--- src/rtl/phy_cr_pkg.sv ---
package phy_cr_pkg;
   typedef enum logic [1:0] {
      CR_IDLE     = 2'd0,
      CR_SETUP    = 2'd1,
      CR_WAIT_HI  = 2'd2,
      CR_WAIT_LO  = 2'd3
   } cr_state_t;
endpackage

--- src/rtl/phy_cr_lane.sv ---
// Per-PHY holding registers for the address and write-data lines.
module phy_cr_lane #(
   parameter int ADDR_W = 16,
   parameter int DATA_W = 16
) (
   input  logic              clk,
   input  logic              rst_n,
   input  logic              load,
   input  logic              load_wr,
   input  logic [ADDR_W-1:0] addr_in,
   input  logic [DATA_W-1:0] wdata_in,
   output logic [ADDR_W-1:0] addr_out,
   output logic [DATA_W-1:0] wdata_out
);
   always_ff @(posedge clk or negedge rst_n) begin
      if (!rst_n) begin
         addr_out  <= '0;
         wdata_out <= '0;
      end else if (load) begin
         addr_out <= addr_in;
         if (load_wr) wdata_out <= wdata_in;
      end
   end
endmodule

--- src/rtl/phy_cr_seq.sv ---
// Four-phase handshake sequencer shared by all PHY ports.
module phy_cr_seq
   import phy_cr_pkg::*;
#(
   parameter int NUM_PHY = 2,
   parameter int IDX_W   = 2
) (
   input  logic               clk,
   input  logic               rst_n,
   input  logic               cmd_valid,
   input  logic [IDX_W-1:0]   cmd_idx,
   input  logic               cmd_wr,
   input  logic [NUM_PHY-1:0] port_on,
   input  logic [NUM_PHY-1:0] ack,
   output logic               cmd_ready,
   output logic [NUM_PHY-1:0] load,
   output logic               capture,
   output logic [IDX_W-1:0]   cur_idx,
   output logic [NUM_PHY-1:0] rd_en,
   output logic [NUM_PHY-1:0] wr_en,
   output logic               done,
   output logic               err
);
   cr_state_t state;
   logic      cur_wr;
   logic      idx_ok;
   logic      ack_cur;

   always_comb begin
      idx_ok  = 1'b0;
      ack_cur = 1'b0;
      for (int p = 0; p < NUM_PHY; p++) begin
         if (cmd_idx == IDX_W'(p) && port_on[p]) idx_ok = 1'b1;
         if (cur_idx == IDX_W'(p)) ack_cur = ack[p];
      end
   end

   assign cmd_ready = (state == CR_IDLE);
   assign capture   = (state == CR_WAIT_HI) && ack_cur && !cur_wr;

   always_comb begin
      load = '0;
      for (int p = 0; p < NUM_PHY; p++)
         if (cmd_ready && cmd_valid && idx_ok && cmd_idx == IDX_W'(p)) load[p] = 1'b1;
   end

   always_ff @(posedge clk or negedge rst_n) begin
      if (!rst_n) begin
         state   <= CR_IDLE;
         cur_idx <= '0;
         cur_wr  <= 1'b0;
         rd_en   <= '0;
         wr_en   <= '0;
         done    <= 1'b0;
         err     <= 1'b0;
      end else begin
         done <= 1'b0;
         err  <= 1'b0;
         unique case (state)
            CR_IDLE: begin
               if (cmd_valid) begin
                  if (idx_ok) begin
                     cur_idx <= cmd_idx;
                     cur_wr  <= cmd_wr;
                     state   <= CR_SETUP;
                  end else begin
                     done <= 1'b1;
                     err  <= 1'b1;
                  end
               end
            end
            CR_SETUP: begin
               for (int p = 0; p < NUM_PHY; p++) begin
                  if (cur_idx == IDX_W'(p)) begin
                     if (cur_wr) wr_en[p] <= 1'b1;
                     else        rd_en[p] <= 1'b1;
                  end
               end
               state <= CR_WAIT_HI;
            end
            CR_WAIT_HI: begin
               if (ack_cur) begin
                  rd_en <= '0;
                  wr_en <= '0;
                  state <= CR_WAIT_LO;
               end
            end
            CR_WAIT_LO: begin
               if (!ack_cur) begin
                  done  <= 1'b1;
                  state <= CR_IDLE;
               end
            end
            default: state <= CR_IDLE;
         endcase
      end
   end
endmodule

--- src/rtl/phy_cr_master.sv ---
module phy_cr_master #(
   parameter int NUM_PHY = 2,
   parameter int IDX_W   = 2,
   parameter int ADDR_W  = 16,
   parameter int DATA_W  = 16
) (
   input  logic                      clk,
   input  logic                      rst_n,
   input  logic [NUM_PHY-1:0]        sel_cfg,
   input  logic                      cmd_valid,
   output logic                      cmd_ready,
   input  logic [IDX_W-1:0]          cmd_idx,
   input  logic                      cmd_wr,
   input  logic [ADDR_W-1:0]         cmd_addr,
   input  logic [DATA_W-1:0]         cmd_wdata,
   output logic                      rsp_done,
   output logic                      rsp_err,
   output logic [DATA_W-1:0]         rsp_rdata,
   output logic [NUM_PHY-1:0]        phy_sel,
   output logic [NUM_PHY*ADDR_W-1:0] phy_addr,
   output logic [NUM_PHY*DATA_W-1:0] phy_wdata,
   output logic [NUM_PHY-1:0]        phy_rd_en,
   output logic [NUM_PHY-1:0]        phy_wr_en,
   input  logic [NUM_PHY-1:0]        phy_ack,
   input  logic [NUM_PHY*DATA_W-1:0] phy_rdata
);
   localparam int MIN_IDX_W = (NUM_PHY > 1) ? $clog2(NUM_PHY) : 1;

   if (NUM_PHY < 1) begin : g_bad_num
      $error("NUM_PHY must be at least 1");
   end
   if (IDX_W < MIN_IDX_W) begin : g_bad_idx
      $error("IDX_W too narrow for NUM_PHY");
   end
   if (ADDR_W < 1 || DATA_W < 1) begin : g_bad_w
      $error("ADDR_W and DATA_W must be positive");
   end

   logic [NUM_PHY-1:0] load;
   logic               capture;
   logic [IDX_W-1:0]   cur_idx;
   logic [DATA_W-1:0]  rdata_cur;

   always_ff @(posedge clk or negedge rst_n) begin
      if (!rst_n) phy_sel <= '0;
      else        phy_sel <= sel_cfg;
   end

   phy_cr_seq #(.NUM_PHY(NUM_PHY), .IDX_W(IDX_W)) seq_i (
      .clk       (clk),
      .rst_n     (rst_n),
      .cmd_valid (cmd_valid),
      .cmd_idx   (cmd_idx),
      .cmd_wr    (cmd_wr),
      .port_on   (phy_sel),
      .ack       (phy_ack),
      .cmd_ready (cmd_ready),
      .load      (load),
      .capture   (capture),
      .cur_idx   (cur_idx),
      .rd_en     (phy_rd_en),
      .wr_en     (phy_wr_en),
      .done      (rsp_done),
      .err       (rsp_err)
   );

   for (genvar p = 0; p < NUM_PHY; p++) begin : g_lane
      phy_cr_lane #(.ADDR_W(ADDR_W), .DATA_W(DATA_W)) lane_i (
         .clk       (clk),
         .rst_n     (rst_n),
         .load      (load[p]),
         .load_wr   (cmd_wr),
         .addr_in   (cmd_addr),
         .wdata_in  (cmd_wdata),
         .addr_out  (phy_addr[p*ADDR_W +: ADDR_W]),
         .wdata_out (phy_wdata[p*DATA_W +: DATA_W])
      );
   end

   always_comb begin
      rdata_cur = '0;
      for (int p = 0; p < NUM_PHY; p++)
         if (cur_idx == IDX_W'(p)) rdata_cur = phy_rdata[p*DATA_W +: DATA_W];
   end

   always_ff @(posedge clk or negedge rst_n) begin
      if (!rst_n)       rsp_rdata <= '0;
      else if (capture) rsp_rdata <= rdata_cur;
   end
endmodule

--- config.mk ---
export PLATFORM = sky130hd
export DESIGN_NAME = phy_cr_master
export DESIGN_NICKNAME = d
export VERILOG_FILES = /design/src/rtl/phy_cr_pkg.sv /design/src/rtl/phy_cr_lane.sv /design/src/rtl/phy_cr_seq.sv /design/src/rtl/phy_cr_master.sv
export SDC_FILE = /design/constraint.sdc
export NUM_CORES = 1
export LEC_CHECK = 0
export CAP_MARGIN = 40
export CORE_UTILIZATION = 43
export DETAILED_ROUTE_END_ITERATION = 8
export PLACE_DENSITY = 0.8
export SLEW_MARGIN = 20
export SYNTH_ARGS = -nofsm -noshare
export SYNTH_HDL_FRONTEND = slang
export SYNTH_HIERARCHICAL = 1
export SYNTH_SLANG_ARGS = --single-unit
--- constraint.sdc ---
create_clock -name clk -period 2.3 [get_ports clk]
set_clock_uncertainty 0.1 [all_clocks]
set_input_delay 0.46 -clock clk [delete_from_list [all_inputs] [get_ports clk]]
set_output_delay 0.46 -clock clk [all_outputs]
set_load 0.005 [all_outputs]
# [Word-level counts from Yosys, hierarchy flattened]
# Index checks and enable logic that the tools add are counted.
# W data, S select, Z words.
[totals] register_bits=93 latchBits=0 ram_bits=0 mem_bits_ro=0 in_bits=74 out_inout_bits=89 word_cells=76 n_memories=0
[classes] add_sub_neg=0 mul=0 div_mod_pow=0 order_cmp=0 n_eq_ne=13 n_shift=0 mux=27 bitwise_logic=0 n_reduce_logical=21
[ops] op="$mux W16" count=2
[ops] op="$reduce_and A4 Y1" count=5
[ops] op="$mux W1" count=16
[ops] op="$ne A2 B2 Y1 const B" count=6
[ops] op="$mux W2" count=5
[ops] op="$logic_and A1 B1 Y1" count=8
[ops] op="$pmux W2 S2" count=2
[ops] op="$pmux W2 S4" count=1
[ops] op="$eq A2 B1 Y1 const B" count=3
[ops] op="$logic_not A2 Y1" count=3
[ops] op="$eq A2 B2 Y1 const B" count=2
[ops] op="$ne A2 B1 Y1 const B" count=2
[ops] op="$reduce_and A2 Y1" count=2
[ops] op="$reduce_and A3 Y1" count=1
[ops] op="$pmux W1 S2" count=1
[ops] op="$reduce_bool A2 Y1" count=1
[ops] op="$logic_not A1 Y1" count=1

# [Longest topological paths before layout]
[logic_depth] ltp_word=8 ltp_mapped=9 ltp_nobuf=7

# [Modules after synthesis]
# The synthesis kept the hierarchy.
[modules_own_cells] module="phy_cr_lane" n_inst=2 cells_each=68 area_per_inst_um2=1239.9 seq_area_each_um2=800.8
[modules_own_cells] module="phy_cr_master" n_inst=1 cells_each=73 area_per_inst_um2=859.6 seq_area_each_um2=450.4
[modules_own_cells] module="phy_cr_seq" n_inst=1 cells_each=61 area_per_inst_um2=620.6 seq_area_each_um2=275.3

# [Worst setup path after synthesis]
# Ideal clock, no wire load.
[synth_timing] path_type="reg-to-reg" start="register seq_i.state[0]" end="register g_lane[1].lane_i.wdata_out[10]" setup_time_ns=0.125 t_arrival_ns=1.890 required_ns=2.075 path_slack_ns=0.185 path_stages_with_launch=10 path_buffers=2 synth_period_minus_slack_ns=2.115 cell_sequence="dfrtp_1 inv_1 ha_1 nand2_1 nor3_1 and2_1 buf_6 nand2_4 buf_6 mux2_4"
[synth_between] elab_chain_len=6
[synth_lines] element="start: declaration" line_no="phy_cr_seq.sv:24" text="cr_state_t state;"
[synth_lines] element="start signal: assignment" line_no="phy_cr_seq.sv:49" text="state <= CR_IDLE;"
[synth_lines] element="start signal: assignment" line_no="phy_cr_seq.sv:65" text="state <= CR_SETUP;"
[synth_lines] element="start signal: assignment" line_no="phy_cr_seq.sv:79" text="state <= CR_WAIT_HI;"
[synth_lines] element="$logic_not A2 Y1" line_no="phy_cr_seq.sv:38" text="assign cmd_ready = (state == CR_IDLE);"
[synth_lines] element="named net cmd_ready" line_no="phy_cr_master.sv:11" text="output logic cmd_ready,"
[synth_lines] element="$logic_and A1 B1 Y1 (3 in series)" line_no="phy_cr_seq.sv:44" text="if (cmd_ready && cmd_valid && idx_ok && cmd_idx == IDX_W'(p)) load[p] = 1'b1;"
[synth_lines] element="$mux W1" line_no="phy_cr_seq.sv:44"
[synth_lines] element="named net load[1]" line_no="phy_cr_master.sv:39" text="logic [NUM_PHY-1:0] load;"
[synth_lines] element="$reduce_and A2 Y1 (no line)"
[synth_lines] element="end signal: assignment" line_no="phy_cr_lane.sv:21" text="if (load_wr) wdata_out <= wdata_in;"
[synth_lines] element="end: declaration" line_no="phy_cr_lane.sv:13" text="output logic [DATA_W-1:0] wdata_out"
# The timed path passes the listed nets, and every way through them passes these cells.
# A chain may end at the register's enable or synchronous reset.

# [Final worst setup path]
[layout_timing] start="register seq_i.state[0]" end="output cmd_ready"
[layout_between] elab_chain_len=1
[layout_lines] element="$logic_not A2 Y1" line_no="phy_cr_seq.sv:38"
[layout_lines] element="end: declaration" line_no="phy_cr_master.sv:11"
# Every way passes these cells.

==> flow_summary.ini <==
[outcome]
outcome = complete, but fails checks
violations = design-rule violations

[drt]
dr_wl_met2_um = 4650
highest_layer = met4
via_per_inst = 4.95
wl_met3_um = 715
wl_um = 9320
drt_iter0_markers = 68
dr.pass1.iters = 6
wl_met1_um = 3840
avgRoutedWirePerCell_um = 16.7
ant_nets = 0
drc = 14
vias = 2766

[clocking]
root_buffer = clkbuf_8
cts_tree = done
clockBufferDepth = 2
clock_sink_count = 93
cts_buffers = 9
cts_max_level = 3
post_cts_buffers = 0
clk_pin_slew_worst_paths_ps = 90
clock_latency_ps = 350

[place]
portBuffers = 162
gp_congestion = 0.829
placed_cell_area_mm2 = 0.00572
pre_cts_ws_ps = -143
dp_hpwl_um = 7220

[power]
p_per_area_mw_per_mm2 = 1180
peakVddDrop_mv = 0.596
leakage_nw = 2.72
power.share.clock_pct = 14.8
pwr-share-comb_pct = 45.6
p_sw_share_pct = 29.7
p_switching_mw = 2.08
pwr-share-seq_pct = 39.6
p_int_mw = 4.93

[die]
io_pins = 163
core_region_area_mm2 = 0.00881
dieArea_mm2 = 0.00960
num_rows = 34
start_util_pct = 45.0
die_y_um = 98.0
dieWidth_um = 98.0

[sta]
rsz0062_at_grt = false
fmax_mhz = 454
finalWorstSetupSlack_ps = 99.7
post-route-min-period_ps = 2200
slew_headroom_pct = 63.0
period_share_pct = 95.7
tightest_slew_ps = 555
setup_viol = 0
finalHoldViolations = 0
slew_violations = 0

[worst_setup_path]
cp.required_ps = 1740
end_kind = output pin
arrival_ps = 1640
path_max_fanout = 4
startpoint_type = flop
worstSetupPathType = flop to output pin
rr_endpoint = g_lane[1].lane_i/addr_out[1]$_DFFE_PN0P_
r2r-start = seq_i/state[0]$_DFFE_PN0P_
r2r_slack_ps = 160
ff2ff_path_depth = 7

[logic_synthesis]
synth_compound_area_share_pct = 5.09
synthCells = 270
synth-simple-area-share_pct = 3.54
syn_area_per_cell_um2 = 14.7
syn_area_mm2 = 0.00396
synth_adder_area_share_pct = 1.58
synth-xor-area-share_pct = 0
synth_top_family_by_area = multiplexers
syn_nets = 349
ys_warn_count = 6
yosysSeqAreaShare_pct = 58.8
yosys.cell_types.count = 31
synthMuxAreaShare_pct = 25.5
synth_seq_cells = 93

[worst_hold_path]
min_path_cells = 1
hold_class = flop to flop
min_from = g_lane[1].lane_i/wdata_out[1]$_DFFE_PN0P_
min_to = g_lane[1].lane_i/wdata_out[1]$_DFFE_PN0P_

[global_routing]
grt_pass1_wl_um = 15600
antenna_found_initial = 0
track_usage_pct = 20.7
grt_overflow = 0
grt_pass1_vias = 3067
grt_max_degree = 44

[finish]
diodes = 0
syn2layout_area_growth_pct = 49.6
fin_nets = 525
drive_above_1_share_pct = 23.5
final_cell_area_mm2 = 0.00593

[job]
max_cap_viol_count = 0
==> cell usage after synthesis, drive strengths merged <==
master,n,share of area (%)
a211oi,1,0.32
a21oi,2,0.25
a2bb2oi,1,0.22
and2,1,0.16
and3b,1,0.25
buf,13,3.5
dfrtp,93,59
ha,5,1.6
inv,21,2.0
mux2,67,21
mux2i,18,4.5
nand2,4,0.76
nand2b,1,0.35
nor2,4,0.38
nor2b,1,0.16
nor3,2,0.25
nor3b,4,0.76
nor4,1,0.16
o21ai,11,1.4
o22ai,16,2.7
o31a,1,0.22
or2,2,0.32
==> cell families after synthesis <==
| family | Yosys count |
|---|---|
| buffers and inverters | 34 |
| adders and majority gates | 5 |
| muxes | 85 |
| DFF | 93 |
| and+or+nand+nor | 21 |
| AOI/OAI and AO/OA | 32 |
==> worst max path at each step <==
stage / start / end / slack, ps / cells after the start
after CTS: seq_i/state[0]$_DFFE_PN0P_ / cmd_ready / 80 / 3
after global routing: seq_i/state[0]$_DFFE_PN0P_ / cmd_ready / 6 / 3
after global placement: cmd_idx[0] / g_lane[0].lane_i/wdata_out[7]$_DFFE_PN0P_ / -90 / 7
after floorplan: seq_i/state[0]$_DFFE_PN0P_ / g_lane[1].lane_i/wdata_out[10]$_DFFE_PN0P_ / 180 / 9
final: seq_i/state[0]$_DFFE_PN0P_ / cmd_ready / 100 / 3
after detailed placement: cmd_idx[0] / g_lane[0].lane_i/wdata_out[15]$_DFFE_PN0P_ / -140 / 7
==> per-stage QoR <==
stage	utilization (%)	instances	hold slack, ps	setup TNS (ps)	power, mW
global route	67.3	559	433	0	7.47
global placement	65.0	542	380	-3010	5.89
detailed placement	65.0	542	386	-5680	6.04
finish	67.3	559	411	0	7.02
CTS	67.3	559	415	0	7.09
floorplan	-	270	64.4	0	4.14
==> routing by layer <==
metal | vias to the layer above | track usage [%]
met5 | - | 0
met4 | 0 | 5.59
met3 | 8 | 6.16
met2 | 100 | 35.2
met1 | 1366 | 25.8
li1 | 1292 | -
==> power by group through the flow <==
stage / clock [mW] / sequential (mW) / combinational (mW)
final: 1.04 / 2.78 / 3.20
after CTS: 1.07 / 2.79 / 3.23
after global placement: 0 / 2.78 / 3.11
after global routing: 1.14 / 2.89 / 3.44
after detailed placement: 0 / 2.82 / 3.22
after floorplan: 0 / 2.82 / 1.31
==> cell usage in the layout, fill, tap and decap left out <==
cell type        synthesis  routed
clkdlybuf4s50_1          0     161
dfrtp_1                 93      93
mux2_2                  46      46
inv_1                   21      21
mux2_4                  20      20
mux2i_1                 18      18
o22ai_1                 15      15
buf_4                    2      14
clkbuf_8                 0      10
o21ai_0                  8       8
ha_1                     5       5
nor2_1                   4       4
nor3b_1                  4       3
o21ai_1                  3       3
clkinv_4                 0       2
inv_8                    0       2
clkinvlp_4               0       2
nand2_4                  2       2
buf_12                   0       2
nand2_1                  2       2
a21oi_1                  2       2
nor3_1                   2       2
nand2b_4                 1       1
o22ai_2                  1       1
dlygate4sd3_1            0       1
or2_1                    1       1
or2_0                    1       1
nor3b_2                  0       1
nor4_2                   0       1
and2_1                   1       1
o31a_1                   1       1
a211oi_2                 1       1
mux2_1                   1       1
a2bb2oi_1                1       1
nor2b_1                  1       1
and3b_2                  1       1
==> registers in the layout (all words and copies together) (netlist names) <==
name	cells
seq_i/cur_wr	1
seq_i/wr_en	2
seq_i/cur_idx	2
seq_i/err	1
seq_i/done	1
rsp_rdata	16
g_lane.lane_i/addr_out	32
seq_i/rd_en	2
phy_sel	2
seq_i/state	2
g_lane.lane_i/wdata_out	32
==> repair_timing <==
| action | in CTS | in global routing |
|---|---|---|
| hold buffers | 1 | 0 |
| resized for setup | 0 | 0 |
| endpoints found under the hold margin | 14 | 0 |
==> cell type report <==
| type | instances | area, um2 |
|---|---|---|
| Clock inverter | 6 | 55.1 |
| Inverter | 21 | 78.8 |
| Timing Repair Buffer | 178 | 1770 |
| Fill cell | 682 | 2880 |
| Sequential cell | 93 | 2330 |
| Clock buffer | 10 | 138 |
| Multi-Input combinational cell | 143 | 1430 |
| Tap cell | 108 | 135 |
==> worst max-delay path, stage by stage (launching register included) <==
cell and delay (ps):
dfrtp_1 420, inv_1 130, ha_1 220, clkdlybuf4s50_1 520
No activity file was read; power rests on OpenSTA's default activity.
